**src/rtl/lsa_pkg.sv**
```systemverilog
package lsa_pkg;
  localparam int BUS_W  = 32;
  localparam int LANES  = BUS_W / 8;
  localparam int LANE_W = $clog2(LANES);

  typedef struct packed {
    logic valid;
    logic store;
    logic useIndex;
    logic subIndex;
    logic useImm;
    logic isByte;
    logic isHalf;
    logic isWord;
  } lsCtrl_t;
endpackage

```
**src/rtl/lsa_ctrl.sv**
```systemverilog
module lsa_ctrl
  import lsa_pkg::*;
(
  input  logic       reqValid,
  input  logic       isStore,
  input  logic [1:0] accSize,
  input  logic [1:0] offMode,
  output lsCtrl_t    ctrl
);
  always_comb begin
    ctrl          = '0;
    ctrl.valid    = reqValid;
    ctrl.store    = reqValid & isStore;
    ctrl.useIndex = (offMode == 2'd1) || (offMode == 2'd2);
    ctrl.subIndex = (offMode == 2'd2);
    ctrl.useImm   = (offMode == 2'd3);
    ctrl.isByte   = (accSize == 2'd0);
    ctrl.isHalf   = (accSize == 2'd1);
    ctrl.isWord   = accSize[1];
  end
endmodule

```
**src/rtl/lsa_datapath.sv**
```systemverilog
module lsa_datapath
  import lsa_pkg::*;
#(
  parameter int ADDR_W = 32,
  parameter int IMM_W  = 12
) (
  input  logic              clk,
  input  logic              rstN,
  input  lsCtrl_t           ctrl,
  input  logic [ADDR_W-1:0] baseReg,
  input  logic [ADDR_W-1:0] indexReg,
  input  logic [IMM_W-1:0]  immOff,
  input  logic [BUS_W-1:0]  storeVal,
  input  logic              bigEndian,
  input  logic [BUS_W-1:0]  memRdata,
  output logic              memValid,
  output logic              memWrite,
  output logic [ADDR_W-1:0] memAddr,
  output logic [LANES-1:0]  memStrobe,
  output logic [BUS_W-1:0]  memWdata,
  output logic              misaligned,
  output logic [BUS_W-1:0]  loadResult
);
  localparam int PAD_W = ADDR_W - IMM_W;

  logic [ADDR_W-1:0] offset, effAddr;
  logic [LANE_W-1:0] wordPos, lanePick;
  logic              halfSlot, misNow;
  logic [LANES-1:0]  laneMask;
  logic [BUS_W-1:0]  wdataNext;

  // held state for the load path
  logic [LANE_W-1:0] heldLane;
  logic              heldSlot, heldByte, heldHalf;

  always_comb begin
    if (ctrl.useIndex)    offset = indexReg;
    else if (ctrl.useImm) offset = {{PAD_W{1'b0}}, immOff};
    else                  offset = '0;
    effAddr  = ctrl.subIndex ? (baseReg - offset) : (baseReg + offset);
    wordPos  = effAddr[LANE_W-1:0];
    lanePick = bigEndian ? ~wordPos : wordPos;
    halfSlot = wordPos[LANE_W-1] ^ bigEndian;
    misNow   = (ctrl.isHalf & wordPos[0]) | (ctrl.isWord & (wordPos != '0));
  end

  generate
    for (genvar i = 0; i < LANES; i++) begin : g_lane
      always_comb begin
        if (ctrl.isByte)      laneMask[i] = (lanePick == LANE_W'(i));
        else if (ctrl.isHalf) laneMask[i] = ((i / 2) == int'(halfSlot));
        else                  laneMask[i] = 1'b1;
      end
    end
  endgenerate

  always_comb begin
    if (ctrl.isByte)      wdataNext = {LANES{storeVal[7:0]}};
    else if (ctrl.isHalf) wdataNext = {(LANES/2){storeVal[15:0]}};
    else                  wdataNext = storeVal;
  end

  always_ff @(posedge clk) begin
    if (!rstN) begin
      memValid   <= 1'b0;
      memWrite   <= 1'b0;
      memAddr    <= '0;
      memStrobe  <= '0;
      memWdata   <= '0;
      misaligned <= 1'b0;
      heldLane   <= '0;
      heldSlot   <= 1'b0;
      heldByte   <= 1'b0;
      heldHalf   <= 1'b0;
    end else begin
      memValid   <= ctrl.valid;
      memWrite   <= ctrl.store;
      memAddr    <= effAddr;
      memStrobe  <= (ctrl.store && !misNow) ? laneMask : '0;
      memWdata   <= wdataNext;
      misaligned <= ctrl.valid & misNow;
      heldLane   <= lanePick;
      heldSlot   <= halfSlot;
      heldByte   <= ctrl.isByte;
      heldHalf   <= ctrl.isHalf;
    end
  end

  always_comb begin
    if (heldByte)
      loadResult = {{(BUS_W-8){1'b0}}, memRdata[{heldLane, 3'b000} +: 8]};
    else if (heldHalf)
      loadResult = {{(BUS_W-16){1'b0}}, memRdata[{heldSlot, 4'b0000} +: 16]};
    else
      loadResult = memRdata;
  end
endmodule

```
**src/rtl/lsa_top.sv**
```systemverilog
module lsa_top
  import lsa_pkg::*;
#(
  parameter int ADDR_W = 32,
  parameter int IMM_W  = 12
) (
  input  logic              clk,
  input  logic              rstN,
  input  logic              reqValid,
  input  logic              isStore,
  input  logic [1:0]        accSize,
  input  logic [1:0]        offMode,
  input  logic [ADDR_W-1:0] baseReg,
  input  logic [ADDR_W-1:0] indexReg,
  input  logic [IMM_W-1:0]  immOff,
  input  logic [31:0]       storeVal,
  input  logic              bigEndian,
  input  logic [31:0]       memRdata,
  output logic              memValid,
  output logic              memWrite,
  output logic [ADDR_W-1:0] memAddr,
  output logic [3:0]        memStrobe,
  output logic [31:0]       memWdata,
  output logic              misaligned,
  output logic [31:0]       loadResult
);
  lsCtrl_t ctrl;

  lsa_ctrl u_ctrl (
    .reqValid(reqValid), .isStore(isStore), .accSize(accSize),
    .offMode(offMode), .ctrl(ctrl)
  );

  lsa_datapath #(.ADDR_W(ADDR_W), .IMM_W(IMM_W)) u_dp (
    .clk(clk), .rstN(rstN), .ctrl(ctrl),
    .baseReg(baseReg), .indexReg(indexReg), .immOff(immOff),
    .storeVal(storeVal), .bigEndian(bigEndian), .memRdata(memRdata),
    .memValid(memValid), .memWrite(memWrite), .memAddr(memAddr),
    .memStrobe(memStrobe), .memWdata(memWdata), .misaligned(misaligned),
    .loadResult(loadResult)
  );
endmodule

```
**config.mk**
```make
export PLATFORM = sky130hd
export DESIGN_NAME = lsa_top
export DESIGN_NICKNAME = d
export VERILOG_FILES = /design/src/rtl/lsa_pkg.sv /design/src/rtl/lsa_ctrl.sv /design/src/rtl/lsa_datapath.sv /design/src/rtl/lsa_top.sv
export SDC_FILE = /design/constraint.sdc
export NUM_CORES = 1
export LEC_CHECK = 0
export BUFFER_PORTS_ARGS = -buffer_cell sky130_fd_sc_hd__buf_2
export CAP_MARGIN = 20
export CORE_ASPECT_RATIO = 0.75
export CORE_MARGIN = 4
export CORE_UTILIZATION = 25
export CTS_CLUSTER_DIAMETER = 150
export DETAILED_ROUTE_END_ITERATION = 6
export HOLD_SLACK_MARGIN = 0.02
export PLACE_DENSITY = 0.57
export RECOVER_POWER = 100
export SYNTH_ARGS = -nofsm -noshare
export SYNTH_HDL_FRONTEND = slang
export SYNTH_SLANG_ARGS = --single-unit
```
**constraint.sdc**
```tcl
create_clock -name clk -period 4.9 [get_ports clk]
set_input_delay 0.49 -clock clk [delete_from_list [all_inputs] [get_ports clk]]
set_output_delay 0.49 -clock clk [all_outputs]
set_load 0.02 [all_outputs]
```
; Word level (Yosys, flattened, before mapping)
; Index checks and enable logic that the tools add are counted.
[totals]
input_bits = 149
ff_bits = 76
elab_cells = 50
output_inout_bits = 103
[op_classes]
bitwise_logic = 8
n_addsub = 2
shifts = 2
n_eq_ne = 7
n_reduce_logical = 7
mux = 14
[ops]
columns = operator, count
row1 = 2-to-1 mux 32 bit, 6
row2 = adder 32 bit, 1
row3 = indexed part select 32 x 6 -> 16 bit, 1
row4 = indexed part select 32 x 6 -> 8 bit, 1
row5 = subtractor 32 bit, 1
row6 = 2-to-1 mux 12 bit, 1
row7 = == test 2 bit (second input constant), 4
row8 = == test 2 x 1 -> 1 bit (second input constant), 3
row9 = 2-to-1 mux 1 bit, 6
row10 = AND 1 bit, 4
row11 = logical NOT 2 bit, 2
row12 = 2-to-1 mux 2 bit, 1
row13 = inverter 2 bit, 1
row14 = AND reduction 2 bit, 1
row15 = nonzero test 2 bit, 1
row16 = logical AND 1 bit, 1
row17 = logical NOT 1 bit, 1
row18 = logical OR 1 bit, 1
row19 = inverter 1 bit, 1
row20 = bitwise OR 1 bit, 1
row21 = XOR 1 bit, 1

; Depth between registers and ports, before layout
[depth]
ltp_word = 11
mapped_depth = 23
mapped_depth_nobuf = 21

; Modules after synthesis
; A second synthesis with hierarchy kept.
[unflattened]
cells_unflattened = 752
area_unflattened_um2 = 5808.1
[modules_own_cells]
columns = module, seq_area_each_um2, area_per_inst_um2, instances, cells_per_inst
row1 = lsa_datapath, 1501.4, 5741.8, 1, 743
row2 = lsa_ctrl, 0.0, 66.3, 1, 9

; Least setup slack after synthesis
; OpenSTA, ideal clock, no wires.
[synth_path]
kind = input port to flip-flop
startpoint = in offMode[0]
endpoint = reg u_dp.memAddr[25]
required_time_ns = 4.821
stages = 22
n_path_buf = 3
path_slack_ns = 0.237
setup_time_ns = 0.079
arrival_time_ns = 4.584
path_cell_list = inv_1 ha_1 buf_6 nand3_2 o21ai_1 nor4b_4 and3_4 nor4b_4 buf_6 o21ai_1 buf_2 o211ai_1 ha_1 and3_1 a31oi_1 a21boi_1 a2111oi_1 a21oi_1 nand2b_1 a21boi_1 or4_1 o211ai_1
[synth_between]
elab_chain_len = 5
elab_cells_between_ends = 9
cone_classes = 2 x add/sub / 3 x eq/ne / 3 x mux / 1 x reduce/logical
[synth_lines]
columns = element, line
row1 = from (decl), lsa_top.sv:12  ; input logic [1:0] offMode,
row2 = "== test 2 bit, or another cell as far along", lsa_ctrl.sv:16  ; ctrl.useImm = (offMode == 2'd3);
row3 = 2-to-1 mux 12 bit or logical OR 1 bit (tied branches), "lsa_datapath.sv:38, lsa_ctrl.sv:14"
row4 = 2-to-1 mux 32 bit, lsa_datapath.sv:37  ; if (ctrl.useIndex) offset = indexReg;
row5 = adder 32 bit or subtractor 32 bit (tied branches), lsa_datapath.sv:40  ; effAddr = ctrl.subIndex ? (baseReg - offset) : (baseReg + offset);
row6 = 2-to-1 mux 32 bit (*), lsa_datapath.sv:40
row7 = to (signal assigned), lsa_datapath.sv:78  ; memAddr <= effAddr;
row8 = to (decl), lsa_datapath.sv:18  ; output logic [ADDR_W-1:0] memAddr,
; Mark *: on every way between the ends. The rest lies on a longest branch, timed or not.
; A chain may end at the register's enable or synchronous reset.

; Worst setup path after layout
; Same ends and word-level chain as after synthesis.

==> flow_summary.ini <==
[run_status]
status = finished with violations
violations = max-capacitance violations, max-slew violations

[final_layout]
finish.instance_area_um2 = 7500
insertedDiodeCount = 0
final_nets = 1164
syn2layout_area_growth_pct = 34.0
final_core_util_pct = 34.0
drive_gt1_share_pct = 25.2

[setup_path]
endpoint_kind = flip-flop
cpPeakStageDelay_ns = 0.41
cpMostUsedCell = buf_4
path_class = input port to flip-flop
cp_cell_sequence = buf_2 > inv_1 > ha_1 > buf_4 > and3_1 > a21oi_2 > nor4b_4 > and3_4 > nor4b_4 > buf_4 > a21oi_1 > nand3_1 > o211ai_1 > ha_1 > and3_1 > a31oi_2 > a21boi_1 > a2111oi_2 > buf_4 > a21oi_1 > nand2b_1 > a21boi_1 > or4_1 > o211ai_1
cp_max_fo = 9
cp.arrival_ns = 4.82
cpMaxStageDelayCell = or4_1
crit_required_ns = 5.16
cp-start-kind = input port
startpoint = offMode[0]

[routing]
drtPass1Iterations = 5
ant_nets = 0
routedWlPerCell_um = 15.4
via_count = 6131
drt_iter0_drc = 448
routed_wl_um = 19700
via_per_inst = 4.79
route.detailed.drc = 0

[yosys]
ys_ff_latch = 75
synthCells = 728
syn-num-nets = 911
synthTopCellsByCount = nor2_1 (93), a21oi_1 (76), dfxtp_1 (75)
synth_edf_count = 0
synth.yosys.seq_area_share_pct = 26.8
yosysWarnings = 0
synth_ff_type = dfxtp_1
synth_area_leaders = dfxtp_1 (27%), ha_1 (7.4%), a21oi_1 (6.8%)
yosysTopAreaCell = dfxtp_1
synth_top_area_share_pct = 26.8
synth.distinct_cells = 62
async_reset_ff_share_pct = 0
syn_avg_cell_area_um2 = 7.68
synth.most_common_cell = nor2_1
netlist_area_um2 = 5590

[sta]
rsz0062_at_grt = yes
slew_viol_final = 32
period_minus_slack_ns = 4.56
period_share_pct = 93.1
setup_viol = 0
tightestPinTransition_ns = 1.63
finalHoldViolCount = 0
relSlewSlack_pct = -8.40
fmax_ghz = 0.219

[floorplan]
start_util_pct = 25.4
coreArea_um2 = 22100
io_pins = 252
floorplan.die.width_um = 181
dieHeight_um = 138
fp-row-count = 47
dieArea_um2 = 24900

[clock_tree]
numCtsBuffers = 9
ctsRootBufferMaster = clkbuf_16
cts_hold_buf = 0
cts.sinks = 75
clkTransAtPathRegs_ns = 0.07
htree_levels = 3
clk_path_buf_depth = 2
cts_tree = yes

[placement]
portBuffers = 251
dpl_cell_area_um2 = 7270
place_congestion = 0.889
hpwl_um = 16100

[power]
leakage_nw = 3.45
powerDensity_nw_per_um2 = 324
ir_drop_mv = 0.154

[grt]
grt_max_degree = 38
grt_pass1_vias = 5726
grt_overflow = 0
grt_use_total_pct = 15.1
grt_pass1_wl_um = 30400
antenna_found_initial = 0

[min_path]
hp-start = storeVal[24]
hold_class = input port to flip-flop

[job]
max_cap_viol_count = 1
[through the flow]
stage	setup WS [ns]	TNS [ns]	hold WS, ns	power (mW)	std cells
2_1_floorplan	0.237	0	0.612	1.44	728
4_1_cts	0.182	0	0.355	2.48	1279
5_1_grt	-0.0208	-0.0344	0.373	2.60	1280
6_report	0.338	0	0.373	2.43	1280
3_3_place_gp	-0.0772	-0.0772	0.723	1.81	1263
3_5_place_dp	-0.159	-0.381	0.725	1.81	1263
[cell usage in the layout, fill, tap and decap left out, types with 4 or more instances in the layout]
master / Yosys / routed
nand2_1: 63 / 63
inv_1: 26 / 25
a22oi_1: 4 / 4
and2_1: 28 / 26
o211ai_1: 12 / 12
mux4_2: 8 / 8
nor2_1: 93 / 93
nor2b_1: 12 / 12
a211oi_1: 5 / 5
nand3_1: 27 / 27
a21o_1: 12 / 12
o21ai_0: 41 / 41
nor3b_1: 5 / 5
and3_1: 14 / 14
nor3_1: 17 / 17
buf_4: 0 / 29
clkbuf_1: 29 / 72
xnor2_1: 21 / 21
a31oi_1: 7 / 6
buf_2: 1 / 179
ha_1: 33 / 32
clkbuf_16: 0 / 9
a21oi_1: 76 / 76
dfxtp_1: 75 / 75
xor2_1: 15 / 15
mux2i_1: 30 / 30
nand2b_1: 6 / 6
o21a_1: 5 / 5
[cell type report]
class                   instances  area (um2)
clock buffers                   9         225
clock inverters                 7        71.3
fillers                      2435       14600
inverters                      26        97.6
multi-input cells             589        3850
flip-flops and latches         75        1500
well taps                     294         368
repair buffers                280        1380
[flip-flops by register name, indices dropped and copies added, names as in the netlist]
name	count
u_dp.misaligned	1
u_dp.heldLane	1
u_dp.heldByte	1
u_dp.memStrobe	4
u_dp.memAddr	32
u_dp.heldSlot	1
u_dp.heldHalf	1
u_dp.memWrite	1
u_dp.memWdata	32
u_dp.memValid	1
[what timing repair did]
item / 4_1_cts / 5_1_grt
endpoints found under the setup margin: 0 / 7
buffers inserted: 0 / 1
gates resized for setup: 0 / 3
[worst max-delay path, delay by kind of cell]
family / cells / cell delay, ns
adder cells (fa/ha/maj): 2 / 0.69
AND/OR/NAND/NOR: 8 / 1.72
buffers and inverters: 5 / 0.67
AO/OA/AOI/OAI: 9 / 1.25
[power breakdown]
part	internal, mW	switching, mW	leakage (nW)	total, mW
registers	0.695	0.0466	0.624	0.742
clock network	0.357	0.294	0.139	0.651
logic	0.419	0.616	2.68	1.04
[per-layer routing]
metal,vias up,global-route usage [%],wire (um)
met3,9,4.70,1680
met5,-,0,0
li1,3081,-,-
met1,2807,21.0,9460
met2,234,23.5,8450
met4,0,2.31,130
[final timing paths]
path	slack, ns	endpoint	depth (start not counted)
max	0.34	u_dp.memAddr[25]	24
min	0.37	u_dp.memWdata[24]	3
[logic make-up after synthesis]
group / synth area share (%)
fa+ha+maj: 7.74
mux: 8.59
xor+xnor: 5.64
buf+inv: 4.58
simple gates: 25.9
flops: 26.8
compound gates: 20.7
No activity file was read; power rests on OpenSTA's default activity.
